`src/rtl/gpio_port_pkg.sv`:
```
package gpio_port_pkg;
  localparam int NPINS  = 16;
  localparam int DATA_W = 32;
  localparam int ADDR_W = 4;
  localparam int AF_W   = 4;
  localparam int HALF   = NPINS / 2;

  localparam logic [ADDR_W-1:0] A_MODE  = 4'd0;
  localparam logic [ADDR_W-1:0] A_OTYPE = 4'd1;
  localparam logic [ADDR_W-1:0] A_SPEED = 4'd2;
  localparam logic [ADDR_W-1:0] A_PULL  = 4'd3;
  localparam logic [ADDR_W-1:0] A_IDR   = 4'd4;
  localparam logic [ADDR_W-1:0] A_ODR   = 4'd5;
  localparam logic [ADDR_W-1:0] A_BSRR  = 4'd6;
  localparam logic [ADDR_W-1:0] A_AFLO  = 4'd8;
  localparam logic [ADDR_W-1:0] A_AFHI  = 4'd9;
  localparam logic [ADDR_W-1:0] A_SEC   = 4'd12;

  typedef enum logic [1:0] {
    MD_IN  = 2'd0,
    MD_OUT = 2'd1,
    MD_ALT = 2'd2,
    MD_ANA = 2'd3
  } pin_mode_t;

  // Widen a per-pin mask to two bits per pin.
  function automatic logic [2*NPINS-1:0] spread2(input logic [NPINS-1:0] m);
    logic [2*NPINS-1:0] r;
    for (int i = 0; i < NPINS; i++) r[2*i +: 2] = {2{m[i]}};
    return r;
  endfunction

  // Widen a half-port mask to four bits per pin.
  function automatic logic [AF_W*HALF-1:0] spread4(input logic [HALF-1:0] m);
    logic [AF_W*HALF-1:0] r;
    for (int i = 0; i < HALF; i++) r[AF_W*i +: AF_W] = {AF_W{m[i]}};
    return r;
  endfunction

  function automatic logic [DATA_W-1:0] merge(input logic [DATA_W-1:0] old_v,
                                              input logic [DATA_W-1:0] new_v,
                                              input logic [DATA_W-1:0] mask);
    return (old_v & ~mask) | (new_v & mask);
  endfunction

  // Set/reset update of the output latch; set wins over reset.
  function automatic logic [NPINS-1:0] setrst(input logic [NPINS-1:0] cur,
                                              input logic [DATA_W-1:0] wd,
                                              input logic [NPINS-1:0] allow);
    logic [NPINS-1:0] s, c;
    s = wd[NPINS-1:0] & allow;
    c = wd[DATA_W-1:NPINS] & allow & ~s;
    return (cur | s) & ~c;
  endfunction

  function automatic logic drive_en(input pin_mode_t md, input logic od,
                                    input logic v);
    case (md)
      MD_OUT:  return !(od && v);
      MD_ALT:  return 1'b1;
      default: return 1'b0;
    endcase
  endfunction
endpackage

```
`src/rtl/gpio_port_sync.sv`:
```
module gpio_port_sync #(
  parameter int WIDTH  = 16,
  parameter int STAGES = 2
) (
  input  logic             clk,
  input  logic             rst_n,
  input  logic [WIDTH-1:0] d,
  output logic [WIDTH-1:0] q
);
  logic [WIDTH-1:0] stage [STAGES];

  for (genvar s = 0; s < STAGES; s++) begin : g_stage
    always_ff @(posedge clk or negedge rst_n) begin
      if (!rst_n)      stage[s] <= '0;
      else if (s == 0) stage[s] <= d;
      else             stage[s] <= stage[(s == 0) ? 0 : s-1];
    end
  end

  assign q = stage[STAGES-1];
endmodule

```
`src/rtl/gpio_port_regs.sv`:
```
module gpio_port_regs
  import gpio_port_pkg::*;
(
  input  logic                clk,
  input  logic                rst_n,
  input  logic                wr_en,
  input  logic                rd_en,
  input  logic [ADDR_W-1:0]   addr,
  input  logic [DATA_W-1:0]   wdata,
  input  logic                nonsec,
  input  logic [NPINS-1:0]    idr,
  output logic                rd_valid,
  output logic [DATA_W-1:0]   rd_data,
  output logic [2*NPINS-1:0]  mode_q,
  output logic [NPINS-1:0]    otype_q,
  output logic [2*NPINS-1:0]  speed_q,
  output logic [2*NPINS-1:0]  pull_q,
  output logic [NPINS-1:0]    odr_q,
  output logic [AF_W*HALF-1:0] aflo_q,
  output logic [AF_W*HALF-1:0] afhi_q,
  output logic [NPINS-1:0]    sec_q
);
  logic [NPINS-1:0]    allow;
  logic [2*NPINS-1:0]  m2;
  logic [AF_W*HALF-1:0] m4lo, m4hi;
  logic [DATA_W-1:0]   rmux;

  assign allow = nonsec ? ~sec_q : '1;
  assign m2    = spread2(allow);
  assign m4lo  = spread4(allow[HALF-1:0]);
  assign m4hi  = spread4(allow[NPINS-1:HALF]);

  always_ff @(posedge clk or negedge rst_n) begin
    if (!rst_n) begin
      mode_q  <= '0;
      otype_q <= '0;
      speed_q <= '0;
      pull_q  <= '0;
      odr_q   <= '0;
      aflo_q  <= '0;
      afhi_q  <= '0;
      sec_q   <= '0;
    end else if (wr_en) begin
      case (addr)
        A_MODE:  mode_q  <= merge(mode_q, wdata, m2);
        A_OTYPE: otype_q <= (otype_q & ~allow) | (wdata[NPINS-1:0] & allow);
        A_SPEED: speed_q <= merge(speed_q, wdata, m2);
        A_PULL:  pull_q  <= merge(pull_q, wdata, m2);
        A_ODR:   odr_q   <= (odr_q & ~allow) | (wdata[NPINS-1:0] & allow);
        A_BSRR:  odr_q   <= setrst(odr_q, wdata, allow);
        A_AFLO:  aflo_q  <= merge(aflo_q, wdata, m4lo);
        A_AFHI:  afhi_q  <= merge(afhi_q, wdata, m4hi);
        A_SEC:   if (!nonsec) sec_q <= wdata[NPINS-1:0];
        default: ;
      endcase
    end
  end

  always_comb begin
    case (addr)
      A_MODE:  rmux = mode_q & m2;
      A_OTYPE: rmux = {{(DATA_W-NPINS){1'b0}}, otype_q & allow};
      A_SPEED: rmux = speed_q & m2;
      A_PULL:  rmux = pull_q & m2;
      A_IDR:   rmux = {{(DATA_W-NPINS){1'b0}}, idr & allow};
      A_ODR:   rmux = {{(DATA_W-NPINS){1'b0}}, odr_q & allow};
      A_AFLO:  rmux = aflo_q & m4lo;
      A_AFHI:  rmux = afhi_q & m4hi;
      A_SEC:   rmux = {{(DATA_W-NPINS){1'b0}}, sec_q};
      default: rmux = '0;
    endcase
  end

  always_ff @(posedge clk or negedge rst_n) begin
    if (!rst_n) begin
      rd_valid <= 1'b0;
      rd_data  <= '0;
    end else begin
      rd_valid <= rd_en;
      if (rd_en) rd_data <= rmux;
    end
  end
endmodule

```
`src/rtl/gpio_port_pad.sv`:
```
module gpio_port_pad
  import gpio_port_pkg::*;
(
  input  logic [2*NPINS-1:0]    mode_q,
  input  logic [NPINS-1:0]      otype_q,
  input  logic [NPINS-1:0]      odr_q,
  input  logic [2*NPINS-1:0]    pull_q,
  input  logic [AF_W*HALF-1:0]  aflo_q,
  input  logic [AF_W*HALF-1:0]  afhi_q,
  output logic [NPINS-1:0]      pad_out,
  output logic [NPINS-1:0]      pad_oe,
  output logic [NPINS-1:0]      pad_od,
  output logic [NPINS-1:0]      pad_pu,
  output logic [NPINS-1:0]      pad_pd,
  output logic [AF_W*NPINS-1:0] pad_af
);
  for (genvar i = 0; i < NPINS; i++) begin : g_pin
    pin_mode_t md;
    assign md        = pin_mode_t'(mode_q[2*i +: 2]);
    assign pad_oe[i] = drive_en(md, otype_q[i], odr_q[i]);
    assign pad_pu[i] = (pull_q[2*i +: 2] == 2'd1);
    assign pad_pd[i] = (pull_q[2*i +: 2] == 2'd2);
  end

  assign pad_out = odr_q;
  assign pad_od  = otype_q;
  assign pad_af  = {afhi_q, aflo_q};
endmodule

```
`src/rtl/gpio_port.sv`:
```
module gpio_port
  import gpio_port_pkg::*;
(
  input  logic                  clk,
  input  logic                  rst_n,
  input  logic                  bus_valid,
  output logic                  bus_ready,
  input  logic                  bus_write,
  input  logic [ADDR_W-1:0]     bus_addr,
  input  logic [DATA_W-1:0]     bus_wdata,
  input  logic                  bus_nonsec,
  output logic                  rd_valid,
  output logic [DATA_W-1:0]     rd_data,
  input  logic [NPINS-1:0]      pad_in,
  output logic [NPINS-1:0]      pad_out,
  output logic [NPINS-1:0]      pad_oe,
  output logic [NPINS-1:0]      pad_od,
  output logic [NPINS-1:0]      pad_pu,
  output logic [NPINS-1:0]      pad_pd,
  output logic [AF_W*NPINS-1:0] pad_af
);
  logic                  wr_go, rd_go;
  logic [NPINS-1:0]      in_sync;
  logic [2*NPINS-1:0]    cfg_mode, cfg_speed, cfg_pull;
  logic [NPINS-1:0]      cfg_otype, cfg_odr, cfg_sec;
  logic [AF_W*HALF-1:0]  cfg_aflo, cfg_afhi;

  assign bus_ready = 1'b1;
  assign wr_go     = bus_valid & bus_write;
  assign rd_go     = bus_valid & ~bus_write;

  gpio_port_sync #(.WIDTH(NPINS), .STAGES(2)) u_sync (
    .clk(clk), .rst_n(rst_n), .d(pad_in), .q(in_sync)
  );

  gpio_port_regs u_regs (
    .clk(clk), .rst_n(rst_n), .wr_en(wr_go), .rd_en(rd_go),
    .addr(bus_addr), .wdata(bus_wdata), .nonsec(bus_nonsec), .idr(in_sync),
    .rd_valid(rd_valid), .rd_data(rd_data),
    .mode_q(cfg_mode), .otype_q(cfg_otype), .speed_q(cfg_speed),
    .pull_q(cfg_pull), .odr_q(cfg_odr), .aflo_q(cfg_aflo),
    .afhi_q(cfg_afhi), .sec_q(cfg_sec)
  );

  gpio_port_pad u_pad (
    .mode_q(cfg_mode), .otype_q(cfg_otype), .odr_q(cfg_odr),
    .pull_q(cfg_pull), .aflo_q(cfg_aflo), .afhi_q(cfg_afhi),
    .pad_out(pad_out), .pad_oe(pad_oe), .pad_od(pad_od),
    .pad_pu(pad_pu), .pad_pd(pad_pd), .pad_af(pad_af)
  );
endmodule

```
`config.mk`:
```
export PLATFORM = sky130hd
export DESIGN_NAME = gpio_port
export DESIGN_NICKNAME = d
export VERILOG_FILES = /design/src/rtl/gpio_port_pkg.sv /design/src/rtl/gpio_port_sync.sv /design/src/rtl/gpio_port_regs.sv /design/src/rtl/gpio_port_pad.sv /design/src/rtl/gpio_port.sv
export SDC_FILE = /design/constraint.sdc
export NUM_CORES = 1
export LEC_CHECK = 0
export BUFFER_PORTS_ARGS = -buffer_cell sky130_fd_sc_hd__buf_2
export CORE_ASPECT_RATIO = 1.5
export CORE_MARGIN = 4
export CORE_UTILIZATION = 51
export CTS_BUF_LIST = sky130_fd_sc_hd__clkbuf_4 sky130_fd_sc_hd__clkbuf_8 sky130_fd_sc_hd__clkbuf_16
export DETAILED_ROUTE_END_ITERATION = 8
export PLACE_DENSITY = 0.77
export SYNTH_ARGS = -nofsm -noshare
export SYNTH_HDL_FRONTEND = slang
export SYNTH_SLANG_ARGS = --single-unit
```
`constraint.sdc`:
```
create_clock -name clk -period 1.45 [get_ports clk]
set_input_delay 0.0725 -clock clk [delete_from_list [all_inputs] [get_ports clk]]
set_output_delay 0.0725 -clock clk [all_outputs]
set_load 0.01 [all_outputs]
```
==> results of run 1 <==
## kinds of logic after synthesis
group           share of synthesized area [%]
simple gates                             11.0
flops                                    51.3
other cells                            0.0282
compound gates                           9.93
fa+ha+maj                                3.01
buf+inv                                  3.25
xor+xnor                               0.0658
mux                                      21.4
## final cells by class
cell class,count,area (sq um),share of cell area (%)
inverter,33,124,0.683
sequential,273,6840,37.7
tap,333,417,2.30
clock inverter,6,37.5,0.207
timing repair buffer,470,3310,18.2
multi-input combinational,730,6580,36.3
clock buffer,39,828,4.57
## layer usage
metal  part of all wire (%)  vias to the layer above
li1                       -                     4917
met1                     35                     5843
met2                     50                      654
met3                    7.9                      227
met4                    7.2                        0
met5                      0                        -
## power breakdown
part           switching (uW)  leakage [uW]  total (uW)  internal (uW)
Sequential               1260       0.00348       10100           8890
Clock                    2970      0.000439        6900           3930
Combinational            2970       0.00469        6080           3110
Total                    7200       0.00861       23100          15900
## worst paths after layout
| kind | from | to | slack (ns) | cells after the start |
|---|---|---|---|---|
| min in group clk | bus_valid | u_regs.rd_valid | 0.14 | 5 |
| hold / removal | rst_n | u_regs.rd_data[23] | 0.01 | 2 |
| hold reg to reg | u_sync.stage[30] | u_sync.q[14] | 0.35 | 0 |
| setup reg to reg | u_regs.sec_q[2] | u_regs.rd_data[11] | -0.05 | 5 |
| max in group asynchronous | rst_n | u_sync.stage[28] | 0.79 | 3 |
| setup / recovery | flip-flop | pad_oe[9] | -0.22 | 5 |
## Yosys cell counts (5+ instances only)
library cell	instances	area share [%]
sky130_fd_sc_hd__inv_1	33	0.93
sky130_fd_sc_hd__ha_1	32	3.0
sky130_fd_sc_hd__nand2_1	95	2.7
sky130_fd_sc_hd__o311ai_0	14	0.92
sky130_fd_sc_hd__mux2_2	188	16
sky130_fd_sc_hd__o211ai_1	21	1.2
sky130_fd_sc_hd__and3_1	9	0.42
sky130_fd_sc_hd__a222oi_1	7	0.53
sky130_fd_sc_hd__a22o_1	16	1.1
sky130_fd_sc_hd__and2_1	17	0.80
sky130_fd_sc_hd__a21oi_1	31	1.2
sky130_fd_sc_hd__mux2i_1	42	3.2
sky130_fd_sc_hd__mux2_1	28	2.4
sky130_fd_sc_hd__a221o_1	10	0.75
sky130_fd_sc_hd__nor3_1	6	0.23
sky130_fd_sc_hd__o311ai_1	10	0.66
sky130_fd_sc_hd__a2111oi_0	7	0.46
sky130_fd_sc_hd__dfrtp_1	273	51
sky130_fd_sc_hd__clkbuf_1	20	0.56
sky130_fd_sc_hd__buf_2	19	0.71
sky130_fd_sc_hd__nor2_1	39	1.1
sky130_fd_sc_hd__nor2b_1	32	1.5
sky130_fd_sc_hd__a32oi_1	9	0.59
sky130_fd_sc_hd__nand3_1	53	2.0
sky130_fd_sc_hd__o31ai_1	5	0.28
sky130_fd_sc_hd__buf_4	9	0.51
sky130_fd_sc_hd__a32o_1	23	1.7
## worst max-delay path, delay by kind of cell, from the launching register on
kind	cells	cell delay, ns
compound gates	1	0.15
simple gates	1	0.06
flops	1	0.45
buf+inv	2	0.21
fa+ha+maj	1	0.17
## metrics by stage
step,instance area [sq um],setup TNS [ns]
final,18100,-2.08
after global routing,18100,-3.08
after CTS,17700,-2.03
after detailed placement,16100,-49.23
after global placement,16100,-42.99
after floorplan,13400,-1.73
## timing repair
item / CTS / global route
gates resized for setup: 18 / 109
hold endpoints to repair: 497 / 0
gates cloned: 0 / 0
endpoints found under the setup margin: 22 / 48
pin swaps: 31 / 32
setup buffers: 26 / 8
hold buffers: 49 / 0
## cells in the final DEF, fill, tap and decap left out, types with 23 or more instances in the layout
cell and n:
sky130_fd_sc_hd__dfrtp_1 264, sky130_fd_sc_hd__buf_2 228, sky130_fd_sc_hd__mux2_2 175, sky130_fd_sc_hd__buf_4 168, sky130_fd_sc_hd__nand2_1 91, sky130_fd_sc_hd__nand3_1 52, sky130_fd_sc_hd__dlygate4sd3_1 49, sky130_fd_sc_hd__mux2i_1 40
sky130_fd_sc_hd__nor2b_1 28, sky130_fd_sc_hd__mux2_1 28, sky130_fd_sc_hd__clkbuf_16 27, sky130_fd_sc_hd__nor2_1 23, sky130_fd_sc_hd__a32o_1 23
==> metrics.txt, run 1 <==
# TYPE chip_impl_metric gauge
chip_impl_info{name="rsz0062_at_grt",value="yes"} 1
chip_impl_metric{name="grt_antenna_before_repair",unit=""} 0
chip_impl_info{name="cts.root.buffer_cell",value="sky130_fd_sc_hd__clkbuf_16"} 1
chip_impl_metric{name="clock_sinks",unit=""} 273
chip_impl_metric{name="finalHoldViolations",unit=""} 0
chip_impl_metric{name="finalSetupViolCount",unit=""} 21
chip_impl_metric{name="place_worst_setup_slack",unit="ns"} -0.402
chip_impl_metric{name="maxSlewHeadroom",unit="%"} 64.6
chip_impl_metric{name="dp_cells",unit=""} 1756
chip_impl_metric{name="dpl.hpwl",unit="microns"} 31900
chip_impl_info{name="tritoncts",value="yes"} 1
chip_impl_metric{name="critical_path_required",unit="ns"} 1.38
chip_impl_metric{name="largest_net_degree_at_the_start_of_global_routing",unit=""} 45
chip_impl_metric{name="maxSlewViolCount",unit=""} 0
chip_impl_metric{name="grt_first_pass_wirelength",unit="microns"} 68400
chip_impl_metric{name="vdd_ir_drop_max",unit="V"} 0.00115
chip_impl_info{name="yosys_most_used_dff",value="sky130_fd_sc_hd__dfrtp_1"} 1
chip_impl_metric{name="viasPerCell",unit=""} 6.18
chip_impl_metric{name="buffer_ports.inserted",unit=""} 233
chip_impl_metric{name="globalRouteOverflowTotal",unit=""} 0
chip_impl_metric{name="grt_util_met3",unit="%"} 4.54
chip_impl_metric{name="drt_iter0_drc",unit=""} 975
chip_impl_metric{name="initial_utilization",unit="%"} 51.7
chip_impl_metric{name="routed_wire_length_per_instance",unit="microns"} 24.5
chip_impl_metric{name="fp.dieH",unit="microns"} 206
chip_impl_metric{name="clock_insertion_delay_worst_skew",unit="ns"} 0.55
chip_impl_metric{name="num-nets-final",unit=""} 1623
chip_impl_info{name="end_kind",value="primary output"} 1
chip_impl_info{name="crit_path_top_delay_cell",value="sky130_fd_sc_hd__dfrtp_1"} 1
chip_impl_metric{name="maxCapViolations",unit=""} 0
chip_impl_info{name="violations",value="setup timing"} 1
chip_impl_metric{name="die_area",unit="sq um"} 28800
chip_impl_metric{name="synth_seq_area_share",unit="%"} 51.3
chip_impl_metric{name="globalplace.congestion",unit=""} 0.887
chip_impl_metric{name="num_antenna_cells",unit=""} 0
chip_impl_metric{name="timing.critical_path.fanout_max",unit=""} 4
chip_impl_metric{name="synthesis.instances",unit=""} 1093
chip_impl_metric{name="async_reset_ff_share",unit="%"} 100
chip_impl_metric{name="drt_pass1_iterations",unit=""} 6
chip_impl_info{name="critPathKind",value="reg2out"} 1
chip_impl_metric{name="coreArea",unit="sq um"} 25800
chip_impl_metric{name="power_leakage",unit="uW"} 0.00861
chip_impl_metric{name="cts_inserted_buffers",unit=""} 26
chip_impl_info{name="worstPathCellList",value="inv_1, ha_2, a21oi_2, nor2_2, buf_2"} 1
chip_impl_metric{name="gr-usage-met1",unit="%"} 36.5
chip_impl_metric{name="ratio_of_cells_with_drive_above_1_in_the_final_layout",unit="%"} 49.6
chip_impl_metric{name="htreeDepth",unit=""} 1
chip_impl_metric{name="first_global_vias",unit=""} 12100
chip_impl_info{name="min_path_type",value="in2async"} 1
chip_impl_metric{name="max_clock_freq",unit="MHz"} 599
chip_impl_metric{name="final.hold.worst_slack",unit="ns"} 0.0110
chip_impl_metric{name="utilization",unit="%"} 70.4
chip_impl_metric{name="period_needed",unit="ns"} 1.67
chip_impl_info{name="outcome",value="complete, but fails checks"} 1
chip_impl_metric{name="yosys.cell_types.count",unit=""} 56
chip_impl_metric{name="postLayoutSetupSlackWorst",unit="ns"} -0.221
chip_impl_metric{name="die_width",unit="microns"} 140
chip_impl_metric{name="final_antenna_net_count",unit=""} 0
chip_impl_metric{name="vias",unit=""} 11600
chip_impl_info{name="busiest_layer",value="met2"} 1
chip_impl_metric{name="tightest_slew",unit="ns"} 0.530
chip_impl_metric{name="clock_tree.buffer_depth",unit=""} 3
chip_impl_metric{name="path_clk_slew",unit="ns"} 0.06
chip_impl_metric{name="layout.filler_cells",unit=""} 1840
chip_impl_metric{name="syn_avg_cell_area",unit="sq um"} 12.2
chip_impl_metric{name="synthesis.yosys.warnings",unit=""} 0
chip_impl_info{name="setup.worst_path.start_class",value="flip-flop"} 1
chip_impl_metric{name="number_of_synthesized_register_bits",unit=""} 273
chip_impl_metric{name="netlist_area",unit="sq um"} 13300
chip_impl_metric{name="detail_route.drc_violations",unit=""} 0
chip_impl_metric{name="grt_util_met2",unit="%"} 52.3
chip_impl_metric{name="floorplan.rows",unit=""} 72
chip_impl_metric{name="finClkSkew",unit="ns"} 0.00696
chip_impl_metric{name="fin_crit_sh",unit="%"} 115
chip_impl_metric{name="areaGrowthSynthToFinish",unit="%"} 36.3
chip_impl_metric{name="cellPowerDensity",unit="nW/um^2"} 1280
chip_impl_metric{name="routed_wl",unit="microns"} 46200
chip_impl_metric{name="synth_enable_flop_cells",unit=""} 0
chip_impl_metric{name="critical-path-max-stage-delay",unit="ns"} 0.45
chip_impl_metric{name="critPathArrivalTime",unit="ns"} 1.60
chip_impl_metric{name="finish.cell_count_without_fillers",unit=""} 1884
chip_impl_metric{name="grt_use_total",unit="%"} 30.5
chip_impl_metric{name="total_power",unit="uW"} 23100
chip_impl_metric{name="postSynthNetCount",unit=""} 1182
chip_impl_metric{name="pin_count",unit=""} 235
Note: power is estimated with default switching activity, not from simulation.
==> run 2, diff against run 1 <==
--- a/config.mk
+++ b/config.mk
@@ -8,10 +8,11 @@
 export BUFFER_PORTS_ARGS = -buffer_cell sky130_fd_sc_hd__buf_2
 export CORE_ASPECT_RATIO = 1.5
 export CORE_MARGIN = 4
-export CORE_UTILIZATION = 51
+export CORE_UTILIZATION = 52
 export CTS_BUF_LIST = sky130_fd_sc_hd__clkbuf_4 sky130_fd_sc_hd__clkbuf_8 sky130_fd_sc_hd__clkbuf_16
 export DETAILED_ROUTE_END_ITERATION = 8
 export PLACE_DENSITY = 0.77
 export SYNTH_ARGS = -nofsm -noshare
 export SYNTH_HDL_FRONTEND = slang
+export SYNTH_HIERARCHICAL = 1
 export SYNTH_SLANG_ARGS = --single-unit
==> metrics.txt, run 2 <==
# TYPE chip_impl_metric gauge
chip_impl_metric{name="number_of_synthesized_register_bits",unit=""} 273
chip_impl_metric{name="finalHoldViolations",unit=""} 0
chip_impl_metric{name="fin_crit_sh",unit="%"} 126
chip_impl_metric{name="place_worst_setup_slack",unit="ns"} -0.306
chip_impl_metric{name="final.hold.worst_slack",unit="ns"} 0.00860
chip_impl_info{name="synth.largest_area_cell",value="sky130_fd_sc_hd__dfrtp_1"} 1
chip_impl_metric{name="globalplace.congestion",unit=""} 0.925
chip_impl_metric{name="die_width",unit="microns"} 144
chip_impl_metric{name="path_clk_slew",unit="ns"} 0.06
chip_impl_metric{name="pin_count",unit=""} 235
chip_impl_metric{name="postSynthNetCount",unit=""} 1306
chip_impl_metric{name="vias",unit=""} 11500
chip_impl_metric{name="htreeDepth",unit=""} 1
chip_impl_info{name="final_common_cell",value="sky130_fd_sc_hd__dfrtp_1"} 1
chip_impl_metric{name="synthesis.yosys.warnings",unit=""} 6
chip_impl_info{name="outcome",value="complete, but fails checks"} 1
chip_impl_metric{name="fp.dieH",unit="microns"} 212
chip_impl_metric{name="areaGrowthSynthToFinish",unit="%"} 30.0
chip_impl_metric{name="synthesis.instances",unit=""} 1217
chip_impl_metric{name="grt_util_met3",unit="%"} 4.14
chip_impl_metric{name="gr-usage-met1",unit="%"} 34.3
chip_impl_metric{name="largest_net_degree_at_the_start_of_global_routing",unit=""} 59
chip_impl_info{name="yosys_most_used_dff",value="sky130_fd_sc_hd__dfrtp_1"} 1
chip_impl_metric{name="cellPowerDensity",unit="nW/um^2"} 1330
chip_impl_metric{name="routed_wire_length_per_instance",unit="microns"} 23.7
chip_impl_metric{name="initial_utilization",unit="%"} 52.8
chip_impl_info{name="yosys.cell_count.top_type",value="sky130_fd_sc_hd__dfrtp_1"} 1
chip_impl_metric{name="cts_inserted_buffers",unit=""} 28
chip_impl_metric{name="viasPerCell",unit=""} 5.95
chip_impl_metric{name="finClkSkew",unit="ns"} 0.00978
chip_impl_metric{name="globalRouteOverflowTotal",unit=""} 0
chip_impl_metric{name="maxCapViolations",unit=""} 0
chip_impl_info{name="critPathKind",value="reg2out"} 1
chip_impl_metric{name="grt_first_pass_wirelength",unit="microns"} 67900
chip_impl_metric{name="post_dp_cell_area",unit="sq um"} 16400
chip_impl_metric{name="final_design_area_no_fill",unit="sq um"} 18700
chip_impl_metric{name="critical_path_required",unit="ns"} 1.38
chip_impl_metric{name="final.setup.tns",unit="ns"} -5.15
chip_impl_info{name="cts.root.buffer_cell",value="sky130_fd_sc_hd__clkbuf_16"} 1
chip_impl_metric{name="postLayoutSetupSlackWorst",unit="ns"} -0.380
chip_impl_metric{name="power_leakage",unit="uW"} 0.00891
chip_impl_metric{name="num-nets-final",unit=""} 1657
chip_impl_metric{name="detail_route.drc_violations",unit=""} 0
chip_impl_metric{name="die_area",unit="sq um"} 30400
chip_impl_metric{name="synth.top_cell.area_share",unit="%"} 47.6
chip_impl_metric{name="timing.critical_path.fanout_max",unit=""} 3
chip_impl_metric{name="async_reset_ff_share",unit="%"} 100
chip_impl_metric{name="floorplan.rows",unit=""} 74
chip_impl_metric{name="clock_insertion_delay_worst_skew",unit="ns"} 0.55
chip_impl_metric{name="num_antenna_cells",unit=""} 0
chip_impl_metric{name="synth_seq_area_share",unit="%"} 47.6
chip_impl_metric{name="yosys.cell_types.count",unit=""} 51
chip_impl_metric{name="total_power",unit="uW"} 24800
chip_impl_metric{name="dpl.hpwl",unit="microns"} 32100
chip_impl_metric{name="maxSlewViolCount",unit=""} 0
chip_impl_metric{name="max_clock_freq",unit="MHz"} 547
chip_impl_info{name="top_post_synthesis_cells_by_area",value="sky130_fd_sc_hd__dfrtp_1 (48%), sky130_fd_sc_hd__mux2_2 (19%), sky130_fd_sc_hd__buf_4 (6.3%)"} 1
chip_impl_metric{name="finalSetupViolCount",unit=""} 27
chip_impl_info{name="rsz0062_at_grt",value="yes"} 1
chip_impl_info{name="synth.cells.most_frequent",value="sky130_fd_sc_hd__dfrtp_1 (273), sky130_fd_sc_hd__mux2_2 (242), sky130_fd_sc_hd__buf_4 (120)"} 1
chip_impl_info{name="violations",value="setup timing"} 1
chip_impl_metric{name="period_needed",unit="ns"} 1.83
chip_impl_info{name="top_library_cells_by_usage_in_the_layout_fill_and_taps_aside",value="sky130_fd_sc_hd__dfrtp_1 (270), sky130_fd_sc_hd__buf_2 (232), sky130_fd_sc_hd__mux2_2 (216)"} 1
chip_impl_info{name="end_kind",value="primary output"} 1
chip_impl_metric{name="drt_pass1_iterations",unit=""} 5
chip_impl_metric{name="vdd_ir_drop_max",unit="V"} 0.00101
chip_impl_metric{name="clock_tree.buffer_depth",unit=""} 3
chip_impl_metric{name="critPathArrivalTime",unit="ns"} 1.76
chip_impl_metric{name="clock_sinks",unit=""} 273
chip_impl_metric{name="coreArea",unit="sq um"} 27200
chip_impl_metric{name="ratio_of_cells_with_drive_above_1_in_the_final_layout",unit="%"} 53.0
chip_impl_metric{name="grt_antenna_before_repair",unit=""} 0
chip_impl_metric{name="final_antenna_net_count",unit=""} 0
chip_impl_metric{name="drt_iter0_drc",unit=""} 989
chip_impl_metric{name="syn_avg_cell_area",unit="sq um"} 11.8
chip_impl_info{name="busiest_layer",value="met2"} 1
chip_impl_metric{name="grt_use_total",unit="%"} 28.9
chip_impl_metric{name="synth_enable_flop_cells",unit=""} 0
chip_impl_info{name="min_path_type",value="in2async"} 1
chip_impl_metric{name="first_global_vias",unit=""} 12100
chip_impl_info{name="setup.worst_path.start_class",value="flip-flop"} 1
chip_impl_metric{name="buffer_ports.inserted",unit=""} 233
chip_impl_info{name="tritoncts",value="yes"} 1
chip_impl_metric{name="routed_wl",unit="microns"} 45700
chip_impl_metric{name="netlist_area",unit="sq um"} 14400
chip_impl_metric{name="grt_util_met2",unit="%"} 50.7
## run 2: metrics by stage
stage,instances,utilization [%]
after global routing,1930,68.6
after detailed placement,1784,60.2
after global placement,1784,60.2
final,1930,68.6
after floorplan,1217,-
after CTS,1913,67.0
## run 2: worst paths after layout
| path | to | slack [ns] | cells after the start |
|---|---|---|---|
| hold reg to reg | u_sync/q[0] | 0.35 | 0 |
| hold / removal | u_sync/stage[25] | 0.009 | 2 |
| max in group asynchronous | async pin | 0.78 | 3 |
| setup reg to reg | u_regs/rd_data[24] | -0.11 | 4 |
| setup / recovery | pad_oe[15] | -0.38 | 4 |
| min in group clk | u_regs/rd_data[0] | 0.15 | 5 |
## run 2: area by class of cell
cell class | instances | area, sq um
Multi-Input combinational cell | 693 | 6600
Clock buffer | 39 | 838
Sequential cell | 273 | 6840
Timing Repair Buffer | 488 | 3460
Tap cell | 342 | 428
Inverter | 84 | 319
Fill cell | 1919 | 8540
Clock inverter | 11 | 193
## run 2: where the power goes
part	switching [uW]	internal [uW]	leakage, uW	total [uW]
clock	3070	4920	0.000506	7990
combinational	3180	3580	0.00492	6750
sequential	1170	8880	0.00349	10100
total	7420	17400	0.00891	24800
## run 2: cell families (layout without fill, tap and decap cells)
family	count (synthesis)	in the layout	synth area share, %
multiplexers	286	286	22.1
AO/OA/AOI/OAI	150	150	9.42
XOR/XNOR	1	1	0.0610
flip-flops	273	273	47.6
AND/OR/NAND/NOR	223	223	8.12
other	1	1	0.0261
adder cells (fa/ha/maj)	32	32	2.79
buffers and inverters	251	622	9.89
## run 2: metal layers
metal,vias up,part of all wire (%),routed length [microns]
li1,4956,-,-
met2,619,51,23500
met1,5741,36,16500
met3,170,7.0,3200
met5,-,0,0
met4,0,5.5,2510
## run 2: worst max-delay path: stages, from the launching register on
cell and delay (ns):
sky130_fd_sc_hd__dfrtp_1 0.41, sky130_fd_sc_hd__inv_2 0.07, sky130_fd_sc_hd__ha_4 0.24, sky130_fd_sc_hd__a311oi_4 0.31, sky130_fd_sc_hd__buf_2 0.19
## run 2: what timing repair did
action,4_1_cts,5_1_grt
gates resized for setup,29,92
setup buffers,28,19
hold buffers,51,0
endpoints found under the hold margin,498,0
pin swaps,28,29
setup endpoints to repair,35,71
==> run 3, diff against run 2 <==
--- a/config.mk
+++ b/config.mk
@@ -6,8 +6,8 @@
 export NUM_CORES = 1
 export LEC_CHECK = 0
 export BUFFER_PORTS_ARGS = -buffer_cell sky130_fd_sc_hd__buf_2
-export CORE_ASPECT_RATIO = 1.5
-export CORE_MARGIN = 4
+export CORE_ASPECT_RATIO = 1.75
+export CORE_MARGIN = 2
 export CORE_UTILIZATION = 52
 export CTS_BUF_LIST = sky130_fd_sc_hd__clkbuf_4 sky130_fd_sc_hd__clkbuf_8 sky130_fd_sc_hd__clkbuf_16
 export DETAILED_ROUTE_END_ITERATION = 8
==> metrics.txt, run 3 (synthesis results as in run 2) <==
# TYPE chip_impl_metric gauge
chip_impl_metric{name="post_dp_cell_area",unit="sq um"} 16500
chip_impl_metric{name="power_report.internal_total",unit="uW"} 16300
chip_impl_metric{name="maxSlewViolCount",unit=""} 0
chip_impl_metric{name="power.combinational.fraction",unit="%"} 27.9
chip_impl_metric{name="grt_use_total",unit="%"} 31.0
chip_impl_metric{name="ratio_of_cells_with_drive_above_1_in_the_final_layout",unit="%"} 53.2
chip_impl_info{name="worst_hold_path.endpoint",value="u_sync/stage[17]"} 1
chip_impl_metric{name="power_switching",unit="uW"} 7250
chip_impl_metric{name="finClkSkew",unit="ns"} 0.0168
chip_impl_metric{name="total_power",unit="uW"} 23500
chip_impl_info{name="tritoncts",value="yes"} 1
chip_impl_metric{name="pwr-share-clk",unit="%"} 29.4
chip_impl_metric{name="largest_net_degree_at_the_start_of_global_routing",unit=""} 69
chip_impl_metric{name="die_width",unit="microns"} 130
chip_impl_info{name="setup.worst_path.start_class",value="flip-flop"} 1
chip_impl_info{name="crit_path_top_delay_cell",value="sky130_fd_sc_hd__dfrtp_1"} 1
chip_impl_metric{name="globalplace.congestion",unit=""} 0.913
chip_impl_metric{name="maxCapViolations",unit=""} 0
chip_impl_metric{name="num_antenna_cells",unit=""} 0
chip_impl_info{name="min_path_type",value="in2reg"} 1
chip_impl_metric{name="globalRouteOverflowTotal",unit=""} 0
chip_impl_metric{name="worst-path-buf-inv",unit=""} 2
chip_impl_info{name="outcome",value="complete, but fails checks"} 1
chip_impl_metric{name="finalHoldViolations",unit=""} 0
chip_impl_metric{name="routed_wire_length_per_instance",unit="microns"} 23.6
chip_impl_metric{name="vdd_ir_drop_max",unit="V"} 0.000922
chip_impl_metric{name="grt_first_pass_wirelength",unit="microns"} 68500
chip_impl_metric{name="viasPerCell",unit=""} 5.86
chip_impl_metric{name="min_path_cells",unit=""} 2
chip_impl_metric{name="htreeDepth",unit=""} 1
chip_impl_metric{name="final_design_area_no_fill",unit="sq um"} 18500
chip_impl_metric{name="power.sequential.fraction",unit="%"} 42.7
chip_impl_metric{name="period_needed",unit="ns"} 1.84
chip_impl_metric{name="coreArea",unit="sq um"} 27200
chip_impl_metric{name="fin_crit_sh",unit="%"} 127
chip_impl_metric{name="cts_inserted_buffers",unit=""} 27
chip_impl_metric{name="fp.dieH",unit="microns"} 224
chip_impl_metric{name="regToRegSetupSlack",unit="ns"} -0.09
chip_impl_metric{name="clock_tree.buffer_depth",unit=""} 3
chip_impl_metric{name="pin_count",unit=""} 235
chip_impl_info{name="critPathKind",value="reg2out"} 1
chip_impl_info{name="top_library_cells_by_usage_in_the_layout_fill_and_taps_aside",value="sky130_fd_sc_hd__dfrtp_1 (269), sky130_fd_sc_hd__buf_2 (232), sky130_fd_sc_hd__mux2_2 (217)"} 1
chip_impl_metric{name="maxSlewHeadroom",unit="%"} 44.2
chip_impl_metric{name="drt_iter0_drc",unit=""} 821
chip_impl_info{name="rsz0062_at_grt",value="yes"} 1
chip_impl_metric{name="reg2regPathDepth",unit=""} 4
chip_impl_metric{name="clock_insertion_delay_worst_skew",unit="ns"} 0.55
chip_impl_metric{name="path_clk_slew",unit="ns"} 0.06
chip_impl_metric{name="cellPowerDensity",unit="nW/um^2"} 1270
chip_impl_metric{name="power_leakage",unit="uW"} 0.00879
chip_impl_metric{name="critical_path_required",unit="ns"} 1.38
chip_impl_metric{name="initial_utilization",unit="%"} 52.8
chip_impl_metric{name="sw_frac_of_total",unit="%"} 30.8
chip_impl_info{name="violations",value="setup timing"} 1
chip_impl_info{name="rr_endpoint",value="u_regs/rd_data[20]"} 1
chip_impl_info{name="end_kind",value="primary output"} 1
chip_impl_metric{name="max_clock_freq",unit="MHz"} 543
chip_impl_metric{name="num-nets-final",unit=""} 1650
chip_impl_info{name="worstPathCellList",value="inv_2, ha_4, a311oi_4, buf_2"} 1
chip_impl_metric{name="first_global_vias",unit=""} 12200
chip_impl_info{name="cpLargestDelayFamily",value="flip-flops"} 1
chip_impl_info{name="cts.root.buffer_cell",value="sky130_fd_sc_hd__clkbuf_16"} 1
chip_impl_metric{name="grt_antenna_before_repair",unit=""} 0
chip_impl_metric{name="final_antenna_net_count",unit=""} 0
chip_impl_metric{name="finalSetupViolCount",unit=""} 28
chip_impl_metric{name="areaGrowthSynthToFinish",unit="%"} 28.9
chip_impl_metric{name="postLayoutSetupSlackWorst",unit="ns"} -0.393
chip_impl_metric{name="floorplan.rows",unit=""} 80
chip_impl_metric{name="tightest_slew",unit="ns"} 0.835
chip_impl_metric{name="detail_route.drc_violations",unit=""} 0
chip_impl_metric{name="die_area",unit="sq um"} 29000
chip_impl_metric{name="routed_wl",unit="microns"} 45900
chip_impl_metric{name="vias",unit=""} 11400
chip_impl_metric{name="clock_sinks",unit=""} 273
chip_impl_metric{name="buffer_ports.inserted",unit=""} 233
chip_impl_metric{name="dpl.hpwl",unit="microns"} 32600
chip_impl_info{name="hold_path.startpoint",value="pad_in[1]"} 1
chip_impl_metric{name="critical-path-max-stage-delay",unit="ns"} 0.40
chip_impl_metric{name="critPathArrivalTime",unit="ns"} 1.77
chip_impl_metric{name="timing.critical_path.fanout_max",unit=""} 3
chip_impl_metric{name="final.hold.worst_slack",unit="ns"} 0.170
chip_impl_info{name="final_common_cell",value="sky130_fd_sc_hd__dfrtp_1"} 1
chip_impl_metric{name="drt_pass1_iterations",unit=""} 7
==> run 3: cell count changes in the layout (fill, tap and decap cells not counted), sizes merged <==
cell,change
inv,-1
bufinv,-4
dlygate4sd3,+4
buf,-10
clkbuf,-1
clkinv,+2
==> run 3: what timing repair did <==
action                                  CTS  global route
hold endpoints to repair                497             1
hold buffers                             53             3
endpoints found under the setup margin   47           100
pin swaps                                21            20
resized for setup                        37            78
buffers inserted                         26             5
==> run 3: routing by layer <==
layer | share of wire, % | up-vias | track usage, %
li1 | - | 4928 | -
met1 | 35 | 5708 | 36.0
met2 | 51 | 600 | 52.7
met3 | 5.8 | 179 | 3.58
met4 | 7.4 | 0 | 21.1
met5 | 0 | - | 0
==> run 3: per-stage QoR <==
step                      std cells  utilization, %  setup slack [ns]  TNS (ns)
after floorplan                1217               -           -0.0989     -3.11
after global placement         1816            60.7            -0.341    -37.93
after detailed placement       1816            60.7            -0.349    -43.33
after CTS                      1941            67.0            -0.406     -7.88
after global routing           1947            68.0            -0.422     -8.49
final                          1947            68.0            -0.393     -4.81
==> run 3: worst max path at each step <==
stage,start,end,slack (ns),cells after the start
finish,flip-flop,pad_oe[15],-0.39,4
global route,flip-flop,pad_oe[15],-0.42,5
CTS,flip-flop,pad_oe[15],-0.41,5
detailed placement,bus_addr[0],flip-flop,-0.35,7
global placement,bus_addr[0],flip-flop,-0.34,7
floorplan,bus_addr[2],flip-flop,-0.1,6
==> run 3: cell type report <==
type | instances | area [sq um]
clock buffer | 38 | 790
fill | 1994 | 8710
timing repair buffer | 482 | 3450
sequential | 273 | 6840
tap | 369 | 462
clock inverter | 8 | 77.6
inverter | 84 | 319
multi-input combinational | 693 | 6580
==> run 3: power groups by stage <==
| stage | sequential (uW) | combinational [uW] | clock, uW |
|---|---|---|---|
| 6_report | 10100 | 6560 | 6920 |
| 5_1_grt | 10200 | 6980 | 7290 |
| 4_1_cts | 9980 | 6260 | 7000 |
| 3_5_place_dp | 10200 | 5680 | 0 |
| 3_3_place_gp | 10100 | 5490 | 0 |
| 2_1_floorplan | 9780 | 3940 | 0 |
